===== config.mk =====
export PLATFORM = sky130hd
export DESIGN_NAME = shared_prescaler
export DESIGN_NICKNAME = d
export VERILOG_FILES = /design/src/rtl/prescale_pkg.sv /design/src/rtl/presc_divider.sv /design/src/rtl/presc_tap_decode.sv /design/src/rtl/presc_chan_mux.sv /design/src/rtl/shared_prescaler.sv
export SDC_FILE = /design/constraint.sdc
export NUM_CORES = 1
export LEC_CHECK = 0
export BUFFER_PORTS_ARGS = -buffer_cell sky130_fd_sc_hd__buf_4
export CORE_AREA = 8 8 45 47
export CTS_CLUSTER_DIAMETER = 40
export DETAILED_ROUTE_END_ITERATION = 16
export DIE_AREA = 0 0 53 55
export GPL_TIMING_DRIVEN = 1
export PLACE_DENSITY = 0.67
export SYNTH_ARGS = -nofsm -noshare
export SYNTH_HDL_FRONTEND = slang
export SYNTH_SLANG_ARGS = --single-unit

===== constraint.sdc =====
create_clock -name clk -period 2.81 [get_ports clk]
set_clock_uncertainty 0.1 [all_clocks]
set_input_delay 0.281 -clock clk [delete_from_list [all_inputs] [get_ports clk]]
set_output_delay 0.281 -clock clk [all_outputs]
set_load 0.02 [all_outputs]

===== src/rtl/prescale_pkg.sv =====
// Package: shared types and constants for the timer clock prescaler.
// Assumes the select code is 3 bits wide and there are four divided taps.
package prescale_pkg;

    localparam int SEL_W   = 3;
    localparam int TAP_NUM = 4;

    // Source select codes; the numeric values are part of the block's behaviour.
    typedef enum logic [SEL_W-1:0] {
        SRC_OFF      = 3'd0,
        SRC_SYS      = 3'd1,
        SRC_DIV8     = 3'd2,
        SRC_DIV64    = 3'd3,
        SRC_DIV256   = 3'd4,
        SRC_DIV1024  = 3'd5,
        SRC_EXT_FALL = 3'd6,
        SRC_EXT_RISE = 3'd7
    } src_sel_e;

    // Number of low divider bits that set the period of tap i (ratio 2**shift).
    function automatic int tap_shift(input int i);
        case (i)
            0:       return 3;
            1:       return 6;
            2:       return 8;
            default: return 10;
        endcase
    endfunction

endpackage


===== src/rtl/presc_divider.sv =====
// Module: presc_divider
// A free-running binary counter shared by every channel. It ignores the
// selects completely. A synchronous reset or a clear forces it to zero.
// Assumes DIV_W covers the widest tap shift.
module presc_divider #(
    parameter int DIV_W = 10
) (
    input  logic             clk,
    input  logic             rst_n,
    input  logic             clr_i,
    output logic [DIV_W-1:0] cnt_o
);

    // Advance the shared divider, or restart it at zero.
    always_ff @(posedge clk) begin
        if (!rst_n || clr_i) begin
            cnt_o <= '0;
        end else begin
            cnt_o <= cnt_o + 1'b1;
        end
    end

    // a clear leaves the divider at zero.
    p_clear_zero_r5: assert property (@(posedge clk) disable iff (!rst_n)
        clr_i |=> (cnt_o == '0));

    // without a clear the divider moves forward by exactly one.
    p_step_one_r3: assert property (@(posedge clk) disable iff (!rst_n)
        !clr_i |=> (cnt_o == DIV_W'($past(cnt_o) + 1'b1)));

endmodule


===== src/rtl/presc_tap_decode.sv =====
// Module: presc_tap_decode
// Turns the shared divider value into one strobe per divided tap. A tap
// is high in the single clock where its low bits are all ones, just
// before they roll over. Assumes DIV_W >= the widest tap shift.
module presc_tap_decode
    import prescale_pkg::*;
#(
    parameter int DIV_W = 10
) (
    input  logic               clk,
    input  logic               rst_n,
    input  logic [DIV_W-1:0]   cnt_i,
    output logic [TAP_NUM-1:0] tap_o
);

    for (genvar g = 0; g < TAP_NUM; g++) begin : g_tap
        localparam int SH = tap_shift(g);
        // Detect the last clock of this tap's period.
        assign tap_o[g] = &cnt_i[SH-1:0];

        if (g > 0) begin : g_nest
            // a slower tap fires only when every faster tap also fires.
            p_tap_nest_r4: assert property (@(posedge clk) disable iff (!rst_n)
                tap_o[g] |-> tap_o[g-1]);
        end
    end

    // the fastest tap is one clock wide.
    p_tap_pulse_r4: assert property (@(posedge clk) disable iff (!rst_n)
        tap_o[0] |=> !tap_o[0]);

endmodule


===== src/rtl/presc_chan_mux.sv =====
// Module: presc_chan_mux
// For one channel, picks the count-enable source named by its select
// code. The output is forced low while reset is held. Assumes the
// external pulses are already synchronised and one clock wide.
module presc_chan_mux
    import prescale_pkg::*;
(
    input  logic               clk,
    input  logic               rst_n,
    input  logic [SEL_W-1:0]   sel_i,
    input  logic [TAP_NUM-1:0] tap_i,
    input  logic               ext_rise_i,
    input  logic               ext_fall_i,
    output logic               en_o
);

    logic pick;

    // Choose the strobe source from the select code.
    always_comb begin
        case (src_sel_e'(sel_i))
            SRC_OFF:      pick = 1'b0;
            SRC_SYS:      pick = 1'b1;
            SRC_DIV8:     pick = tap_i[0];
            SRC_DIV64:    pick = tap_i[1];
            SRC_DIV256:   pick = tap_i[2];
            SRC_DIV1024:  pick = tap_i[3];
            SRC_EXT_FALL: pick = ext_fall_i;
            SRC_EXT_RISE: pick = ext_rise_i;
            default:      pick = 1'b0;
        endcase
    end

    // Hold the output low during reset.
    assign en_o = pick & rst_n;

    // a stopped channel never strobes.
    p_stop_quiet_r1: assert property (@(posedge clk) disable iff (!rst_n)
        (sel_i == 3'd0) |-> !en_o);

    // direct mode strobes every clock.
    p_direct_every_r2: assert property (@(posedge clk) disable iff (!rst_n)
        (sel_i == 3'd1) |-> en_o);

    // the external modes follow their edge pulses.
    p_ext_rise_r6: assert property (@(posedge clk) disable iff (!rst_n)
        (sel_i == 3'd7) |-> (en_o == ext_rise_i));
    p_ext_fall_r6: assert property (@(posedge clk) disable iff (!rst_n)
        (sel_i == 3'd6) |-> (en_o == ext_fall_i));

endmodule


===== src/rtl/shared_prescaler.sv =====
// Module: shared_prescaler
// Top of the prescaler. One free-running divider and one tap decoder feed
// NUM_CH independent source multiplexers, one per timer channel.
// Assumes DIV_W is at least 10 so that the ratio-1024 tap exists.
module shared_prescaler
    import prescale_pkg::*;
#(
    parameter int NUM_CH = 2,
    parameter int DIV_W  = 10
) (
    input  logic                        clk,
    input  logic                        rst_n,
    input  logic                        psc_clr_i,
    input  logic [NUM_CH-1:0][SEL_W-1:0] sel_i,
    input  logic [NUM_CH-1:0]           ext_rise_i,
    input  logic [NUM_CH-1:0]           ext_fall_i,
    output logic [NUM_CH-1:0]           cnt_en_o
);

    logic [DIV_W-1:0]   div_cnt;
    logic [TAP_NUM-1:0] taps;

    presc_divider #(.DIV_W(DIV_W)) u_div (
        .clk   (clk),
        .rst_n (rst_n),
        .clr_i (psc_clr_i),
        .cnt_o (div_cnt)
    );

    presc_tap_decode #(.DIV_W(DIV_W)) u_taps (
        .clk   (clk),
        .rst_n (rst_n),
        .cnt_i (div_cnt),
        .tap_o (taps)
    );

    for (genvar c = 0; c < NUM_CH; c++) begin : g_ch
        presc_chan_mux u_mux (
            .clk        (clk),
            .rst_n      (rst_n),
            .sel_i      (sel_i[c]),
            .tap_i      (taps),
            .ext_rise_i (ext_rise_i[c]),
            .ext_fall_i (ext_fall_i[c]),
            .en_o       (cnt_en_o[c])
        );
    end

    // no channel strobes while reset is held.
    p_reset_quiet_r9: assert property (@(posedge clk)
        !rst_n |-> (cnt_en_o == '0));

endmodule


==> impl_results.md, run 1 <==
* Status: finished, final reports clean
* Later-pin clock latency in the skew report at 0.26 ns
* CP bufs+invs at 1
* Max-Cap Viols at 0
* Biggest regs: u_div.cnt_o (10)
* Leak Pwr at approximately 0.28 nW
* CORE AREA at 1380 um^2
* Number of synthesized flops with an enable pin at 0
* Unrepaired setup endpoints after global routing: false
* Unique masters post-synth at 29
* Placed cell count at 94
* Full die area at between 2000 and 3000 um^2
* Rel. slew slack at between 70% and 80%
* Hold Buf Count CTS at 0
* Clock root cell: clkbuf_4
* CP delay by family, top: adder cells
* ANT nets after route at 0
* Yosys reg bits at 10
* Final WL at 1140 um
* FMAX at between 400 and 500 MHz
* H-Tree Depth at 1
* Max stage delay on crit path at approximately 0.33 ns
* Pins Over Slew Limit at 0
* Reg2reg start: u_div.cnt_o[0]
* Worst Path Required at roughly 2.4 ns
* DR vias/cell at ~5.2
* Switching Share at roughly 22%
* Vias at approximately 500
* Nets at 98
* Worst R2R Setup Slack at 1.41 ns
* CTS Buf Count at 3
* Die X at 53 um
* Clk pin slew, worst setup/hold paths at 0.06 ns
* CP Capture Type: output port
* Final worst slack at 0.635 ns
* Total track usage at 8.55%
* DRC Markers at 0
* Fin. Hold Viols at 0
* 1st-pass router iterations at 4
* IO Count at 15
* Max FFs per register at 10
* Height of the die at around 55 um
* Final Setup Violations at 0
* # diodes at 0
* Antenna violations before repair at 0
* Post-CTS setup buffers at 0
* Largest net degree at the start of global routing at 11
* Initial core utilization at a little over two fifths
* Worst Reg2Reg Path Length in Cells at 4
* Final non-filler cell total at between 90 and 100
* Crit path launch type: flop
* Drt wl/cell at 11.7 um
* Power Dens Cells at 387 nW/um^2
* CP Max Fanout at 4
* Top FF cell, synth: dfxtp_1
* Min-Delay Endpoint: u_div.cnt_o[0]
* CP Cell Sequence: ha_1 -> ha_1 -> mux2_2 -> a221oi_1 -> a311oi_1 -> buf_4
* Port bufs at 14
* Hold Crit Start: u_div.cnt_o[0]
* Seq pwr share at 52.9%
* Share of layout cells above drive strength 1 at between 20% and 30%
* Top reg by flops: u_div.cnt_o
* HPWL Detailed at approximately 910 um
* HP Class: reg2reg
* Critical path class: reg2out
* Mapped Avg Cell Area at ~8.6 um^2
* TritonCTS Sinks at 10
* CTS tree: done
* Hold Path Stages at 1
* VDD IR max at roughly 280 uV
* Internal power at 0.000213 W
* Logic pwr share at 13.1%
* Clock share of power at 34.0%
* Register area share after synthesis at 34.7%
* Worst slew pin tran at 0.407 ns
* Gp weighted congestion at 0.749
* Clock tree buffer depth at 2
* Iteration-0 DRC Markers at 2
* Tcrit/Tclk final at 77.4%
* Syn_nets at 82
* Ys Warns at 0
* TNS Setup at 0 ns
* Net switching power at 0.0000603 W
* Post-synthesis cell area at 577 um^2
* Area Growth Syn to Fin at 22.3%
* Number of core rows at 14
* Vias in the first global route at 451
* Cells after Synth at 67
* Total global routing overflow at 0
* Crit path top cell by count: ha_1
* Slowest-stage cell, CP: dfxtp_1
* Resize count post-CTS at 0
* First-pass GRT wire length at 1890 um
* Setup WS pre-CTS at approximately 0.9 ns
* Reg2reg end: u_div.cnt_o[6]
* Ys async rst share at 0%
* Final min period at ~2.2 ns
* Data arrival time of the worst path at around 1.8 ns
## stage by stage
stage	hold slack [ns]	utilization, %	power (W)	instance area [um^2]
detailed placement	0.358	49.4	0.000184	683
floorplan	0.326	-	0.000165	577
CTS	0.376	51.0	0.000277	706
global placement	0.342	49.4	0.000183	683
global route	0.407	51.0	0.000287	706
finish	0.364	51.0	0.000273	706
## cells in the final DEF (no fill, tap or decap)
cell,n
nand2b_1,1
mux2_1,1
or3_1,1
a221oi_1,1
xor2_1,5
clkbuf_4,3
o21ai_0,4
a22o_1,1
nor3b_1,1
and4_1,1
inv_1,3
and3_1,1
nand2_1,6
nor3_2,1
nand4_2,1
nand3_1,3
nor2_1,11
nand3_4,1
a22oi_1,1
mux2_2,1
a21oi_1,2
o41ai_2,1
nand4_1,1
a311oi_1,1
ha_1,2
dfxtp_1,10
buf_4,14
nor2b_1,1
xnor2_1,1
## kinds of logic after synthesis
kind of cell	count (synthesis)	synth area share, %
AO/OA/AOI/OAI	11	13.9
XOR/XNOR	6	9.11
adder cells (fa/ha/maj)	2	4.34
buffers and inverters	6	5.20
flip-flops	10	34.7
multiplexers	2	3.90
AND/OR/NAND/NOR	30	28.9
## metal layers
| metal | global-route usage [%] | up-vias | wire [um] |
|---|---|---|---|
| met3 | 2.94 | 2 | 69 |
| li1 | - | 263 | - |
| met5 | 0 | - | 0 |
| met4 | 5.17 | 0 | 19 |
| met2 | 12.9 | 11 | 553 |
| met1 | 10.3 | 225 | 497 |
## final cells by class
| cell class | count | area (um^2) |
|---|---|---|
| fillers | 138 | 678 |
| multi-input cells | 51 | 347 |
| flip-flops and latches | 10 | 200 |
| repair buffers | 14 | 105 |
| clock buffers | 3 | 22.5 |
| well taps | 16 | 20.0 |
| inverters | 3 | 11.3 |
## synthesized netlist by cell type, types with 2 or more instances
cell type | instances | area, um^2
nand2_1 | 6 | 22.5
a21oi_1 | 2 | 10.0
nand3_1 | 3 | 15.0
inv_1 | 3 | 11.3
xor2_1 | 5 | 43.8
ha_1 | 2 | 25.0
buf_4 | 2 | 15.0
dfxtp_1 | 10 | 200
o21ai_0 | 4 | 20.0
nor2_1 | 11 | 41.3
## worst max-delay path by stage
stage | start | endpoint | slack [ns] | cells after the start
2_1_floorplan | u_div.cnt_o[0] | cnt_en_o[0] | 0.98 | 6
3_3_place_gp | u_div.cnt_o[0] | cnt_en_o[0] | 0.94 | 6
3_5_place_dp | u_div.cnt_o[0] | cnt_en_o[0] | 0.90 | 6
4_1_cts | u_div.cnt_o[0] | cnt_en_o[0] | 0.61 | 6
5_1_grt | u_div.cnt_o[0] | cnt_en_o[0] | 0.47 | 6
6_report | u_div.cnt_o[0] | cnt_en_o[0] | 0.64 | 6
## power by group through the flow
stage          Clock (W)  Combinational [W]  Sequential, W
2_1_floorplan          0          0.0000180       0.000147
3_3_place_gp           0          0.0000358       0.000147
3_5_place_dp           0          0.0000362       0.000148
4_1_cts        0.0000957          0.0000363       0.000144
5_1_grt         0.000103          0.0000400       0.000145
6_report       0.0000928          0.0000358       0.000144
## worst reg2reg max path: stages, from the launching register on
cell,delay [ns]
dfxtp_1,0.37
ha_1,0.23
nand3_4,0.14
or3_1,0.36
a21oi_1,0.14
(Power assumes the default switching activity.)
==> inputs of run 2 (changes only) <==
--- a/config.mk
+++ b/config.mk
@@ -5,13 +5,14 @@
 export SDC_FILE = /design/constraint.sdc
 export NUM_CORES = 1
 export LEC_CHECK = 0
+export ABC_AREA = 1
 export BUFFER_PORTS_ARGS = -buffer_cell sky130_fd_sc_hd__buf_4
 export CORE_AREA = 8 8 45 47
 export CTS_CLUSTER_DIAMETER = 40
 export DETAILED_ROUTE_END_ITERATION = 16
 export DIE_AREA = 0 0 53 55
 export GPL_TIMING_DRIVEN = 1
-export PLACE_DENSITY = 0.67
+export PLACE_DENSITY = 0.71
 export SYNTH_ARGS = -nofsm -noshare
 export SYNTH_HDL_FRONTEND = slang
 export SYNTH_SLANG_ARGS = --single-unit
==> constraint.sdc (replaced) <==
create_clock -name clk -period 2.15 [get_ports clk]
set_clock_uncertainty 0.1 [all_clocks]
set_input_delay 0.215 -clock clk [delete_from_list [all_inputs] [get_ports clk]]
set_output_delay 0.215 -clock clk [all_outputs]
set_load 0.02 [all_outputs]
==> run 2 against run 1 <==
Largest power group unchanged; core utilization rose by 3.4 points; worst hold slack worse by 0.18 ns; global-route usage is 1.8 points higher; sequential share of layout area fell by 1.8 points; flip-flop and latch count did not move; area after synthesis increased by 6.7%; total power grew 32%; sequential power rose by 31%; clock power up 29%.
==> impl_results.md, run 2 <==
* Status: finished, final reports clean
* Max FFs per register at 10
* HP Class: in2reg
* Clk pin slew, worst setup/hold paths at 0.06 ns
* Clock root cell: clkbuf_4
* First-pass GRT wire length at 2270 um
* Min-Delay Endpoint: u_div.cnt_o[4]
* Most common cell in the netlist: inv_1
* Clock tree buffer depth at 2
* Number of core rows at 14
* Final core utilization at 54.4%
* Seq pwr share at 52.4%
* Worst Reg2Reg Path Length in Cells at 6
* Ys Warns at 0
* H-Tree Depth at 1
* Slowest-stage cell, CP: dfxtp_1
* HPWL Detailed at 1020 um
* Max stage delay on crit path at 0.37 ns
* Syn_nets at around 110
* Register area share after synthesis at about a third
* Post-CTS setup buffers at 0
* GR Util met3 at 4.81%
* Post-synthesis cell area at 616 um^2
* Hold Crit Start: psc_clr_i
* Height of the die at about 55 um
* Later-pin clock latency in the skew report at between 0.2 and 0.3 ns
* Ys async rst share at 0%
* Net switching power at 0.0000831 W
* Logic pwr share at 14.2%
* Worst slew pin tran at 0.355 ns
* DRC Markers at 0
* IO Count at 15
* Cells after Synth at 92
* Die X at 53 um
* Leak Pwr at ~0.32 nW
* Hold Path Stages at 4
* # diodes at 0
* Final Power at roughly 0.00036 W
* Final WL at 1250 um
* Biggest regs: u_div.cnt_o (10)
* Critical path class: reg2out
* Grt met2 use at about 16%
* Worst R2R Setup Slack at around 0.80 ns
* Internal power at between 0.0002 and 0.0003 W
* CP Cell Sequence: ha_2 -> ha_1 -> nor2_1 -> nor2_1 -> o21ai_0 -> nand3b_1 -> nand2_1 -> nor2_1 -> buf_4
* Pins Over Slew Limit at 0
* Resize count post-CTS at 0
* TritonCTS Sinks at 10
* CTS tree: done
* Reg2reg end: u_div.cnt_o[8]
* CTS Buf Count at 3
* Total track usage at 10.4%
* Reg2reg start: u_div.cnt_o[0]
* Post-route cell area at 753 um^2
* Vias at between 600 and 700
* Share of layout cells above drive strength 1 at 23.4%
* CP Max Fanout at 4
* Unique masters post-synth at 20
* Vias in the first global route at 558
* Tcrit/Tclk final at 90.0%
* Largest net degree at the start of global routing at 7
* CP Capture Type: output port
* TNS Setup at 0 ns
* Crit path top cell by count: nor2_1
* Global routing's busiest layer: met2
* Number of synthesized flops with an enable pin at 0
* Nets at 124
* Power Dens Cells at 479 nW/um^2
* Area Growth Syn to Fin at 22.4%
* Post-DP Area at 726 um^2
* Top FF cell, synth: dfxtp_1
* Gp weighted congestion at 0.837
* Mapped Avg Cell Area at 6.69 um^2
* Met1 Resource Use GR at 11.5%
* Top reg by flops: u_div.cnt_o
* Antenna violations before repair at 0
* Clock share of power at about a third
* Data arrival time of the worst path at around 1.6 ns
* Worst Path Required at 1.84 ns
* Switching Share at between 20% and 30%
* ANT nets after route at 0
* Final min period at 1.93 ns
* VDD IR max at 317 uV
* Total global routing overflow at 0
* Synth area leaders: dfxtp_1, inv_1, nor2_1
* Rel. slew slack at 76.2%
* Port bufs at 14
* Final Setup Violations at 0
* Crit path launch type: flop
* Fin. Hold Viols at 0
* DR vias/cell at 4.93
* Initial core utilization at 44.5%
* Most common cell after layout, fill and taps aside: inv_1
* FMAX at around 520 MHz
* Max-Cap Viols at 0
* Hold WS at roughly 0.18 ns
* Iteration-0 DRC Markers at 12
* Synth top area share at 32.5%
* Drt wl/cell at 10.2 um
* Full die area at 2920 um^2
* Yosys reg bits at 10
* 1st-pass router iterations at 4
* Hold Buf Count CTS at 0
* Most frequent cells in the layout: inv_1, nor2_1, buf_4
* Leading post-synthesis cells by instance count: inv_1, nor2_1, dfxtp_1, nand2_1, nand3_1
* Post-synth top area cell: dfxtp_1
* CORE AREA at 1380 um^2
==> run 2: final cells by class <==
type	instances	area, um^2
Sequential cell	10	200
Tap cell	16	20.0
Fill cell	143	631
Clock buffer	3	22.5
Timing Repair Buffer	14	105
Multi-Input combinational cell	63	342
Inverter	17	63.8
==> run 2: layer usage <==
layer	vias up	routed length (um)
li1	328	-
met1	258	556
met3	2	155
met4	0	26
met2	18	515
met5	-	0
==> run 2: logic make-up (layout without fill, tap and decap cells) <==
| family | count (synthesis) | count (layout) | share of synthesized area [%] |
|---|---|---|---|
| AND/OR/NAND/NOR | 48 | 48 | 38.0 |
| flip-flops | 10 | 10 | 32.5 |
| buffers and inverters | 19 | 34 | 12.8 |
| XOR/XNOR | 2 | 2 | 2.85 |
| AO/OA/AOI/OAI | 11 | 11 | 9.76 |
| adder cells (fa/ha/maj) | 2 | 2 | 4.06 |
==> run 2: worst max-delay path by stage <==
| stage | from | endpoint | slack, ns | cells past startpoint |
|---|---|---|---|---|
| 2_1_floorplan | u_div.cnt_o[0] | cnt_en_o[0] | 0.61 | 9 |
| 3_3_place_gp | u_div.cnt_o[0] | cnt_en_o[0] | 0.52 | 9 |
| 3_5_place_dp | u_div.cnt_o[0] | cnt_en_o[0] | 0.47 | 9 |
| 4_1_cts | u_div.cnt_o[0] | cnt_en_o[0] | 0.19 | 9 |
| 5_1_grt | u_div.cnt_o[0] | cnt_en_o[0] | -0.01 | 9 |
| 6_report | u_div.cnt_o[0] | cnt_en_o[0] | 0.22 | 9 |
==> run 2: stage by stage <==
step	std cells	setup slack, ns
after floorplan	92	0.611
after global placement	120	0.525
after detailed placement	120	0.472
after CTS	123	0.186
after global routing	123	-0.0101
final	123	0.216
==> run 2: power groups by stage <==
stage               combinational, W  clock (W)  sequential, W
finish                     0.0000513   0.000120       0.000189
global placement           0.0000511          0       0.000193
detailed placement         0.0000512          0       0.000193
floorplan                  0.0000270          0       0.000193
global route               0.0000593   0.000136       0.000189
CTS                        0.0000514   0.000128       0.000189
==> run 2: critical path: cells and delay by family, from the launching register on <==
| family | cells | cell delay (ns) |
|---|---|---|
| adders and majority gates | 2 | 0.41 |
| and+or+nand+nor | 5 | 0.35 |
| buffers and inverters | 1 | 0.15 |
| AOI/OAI and AO/OA | 1 | 0.08 |
| DFF | 1 | 0.37 |
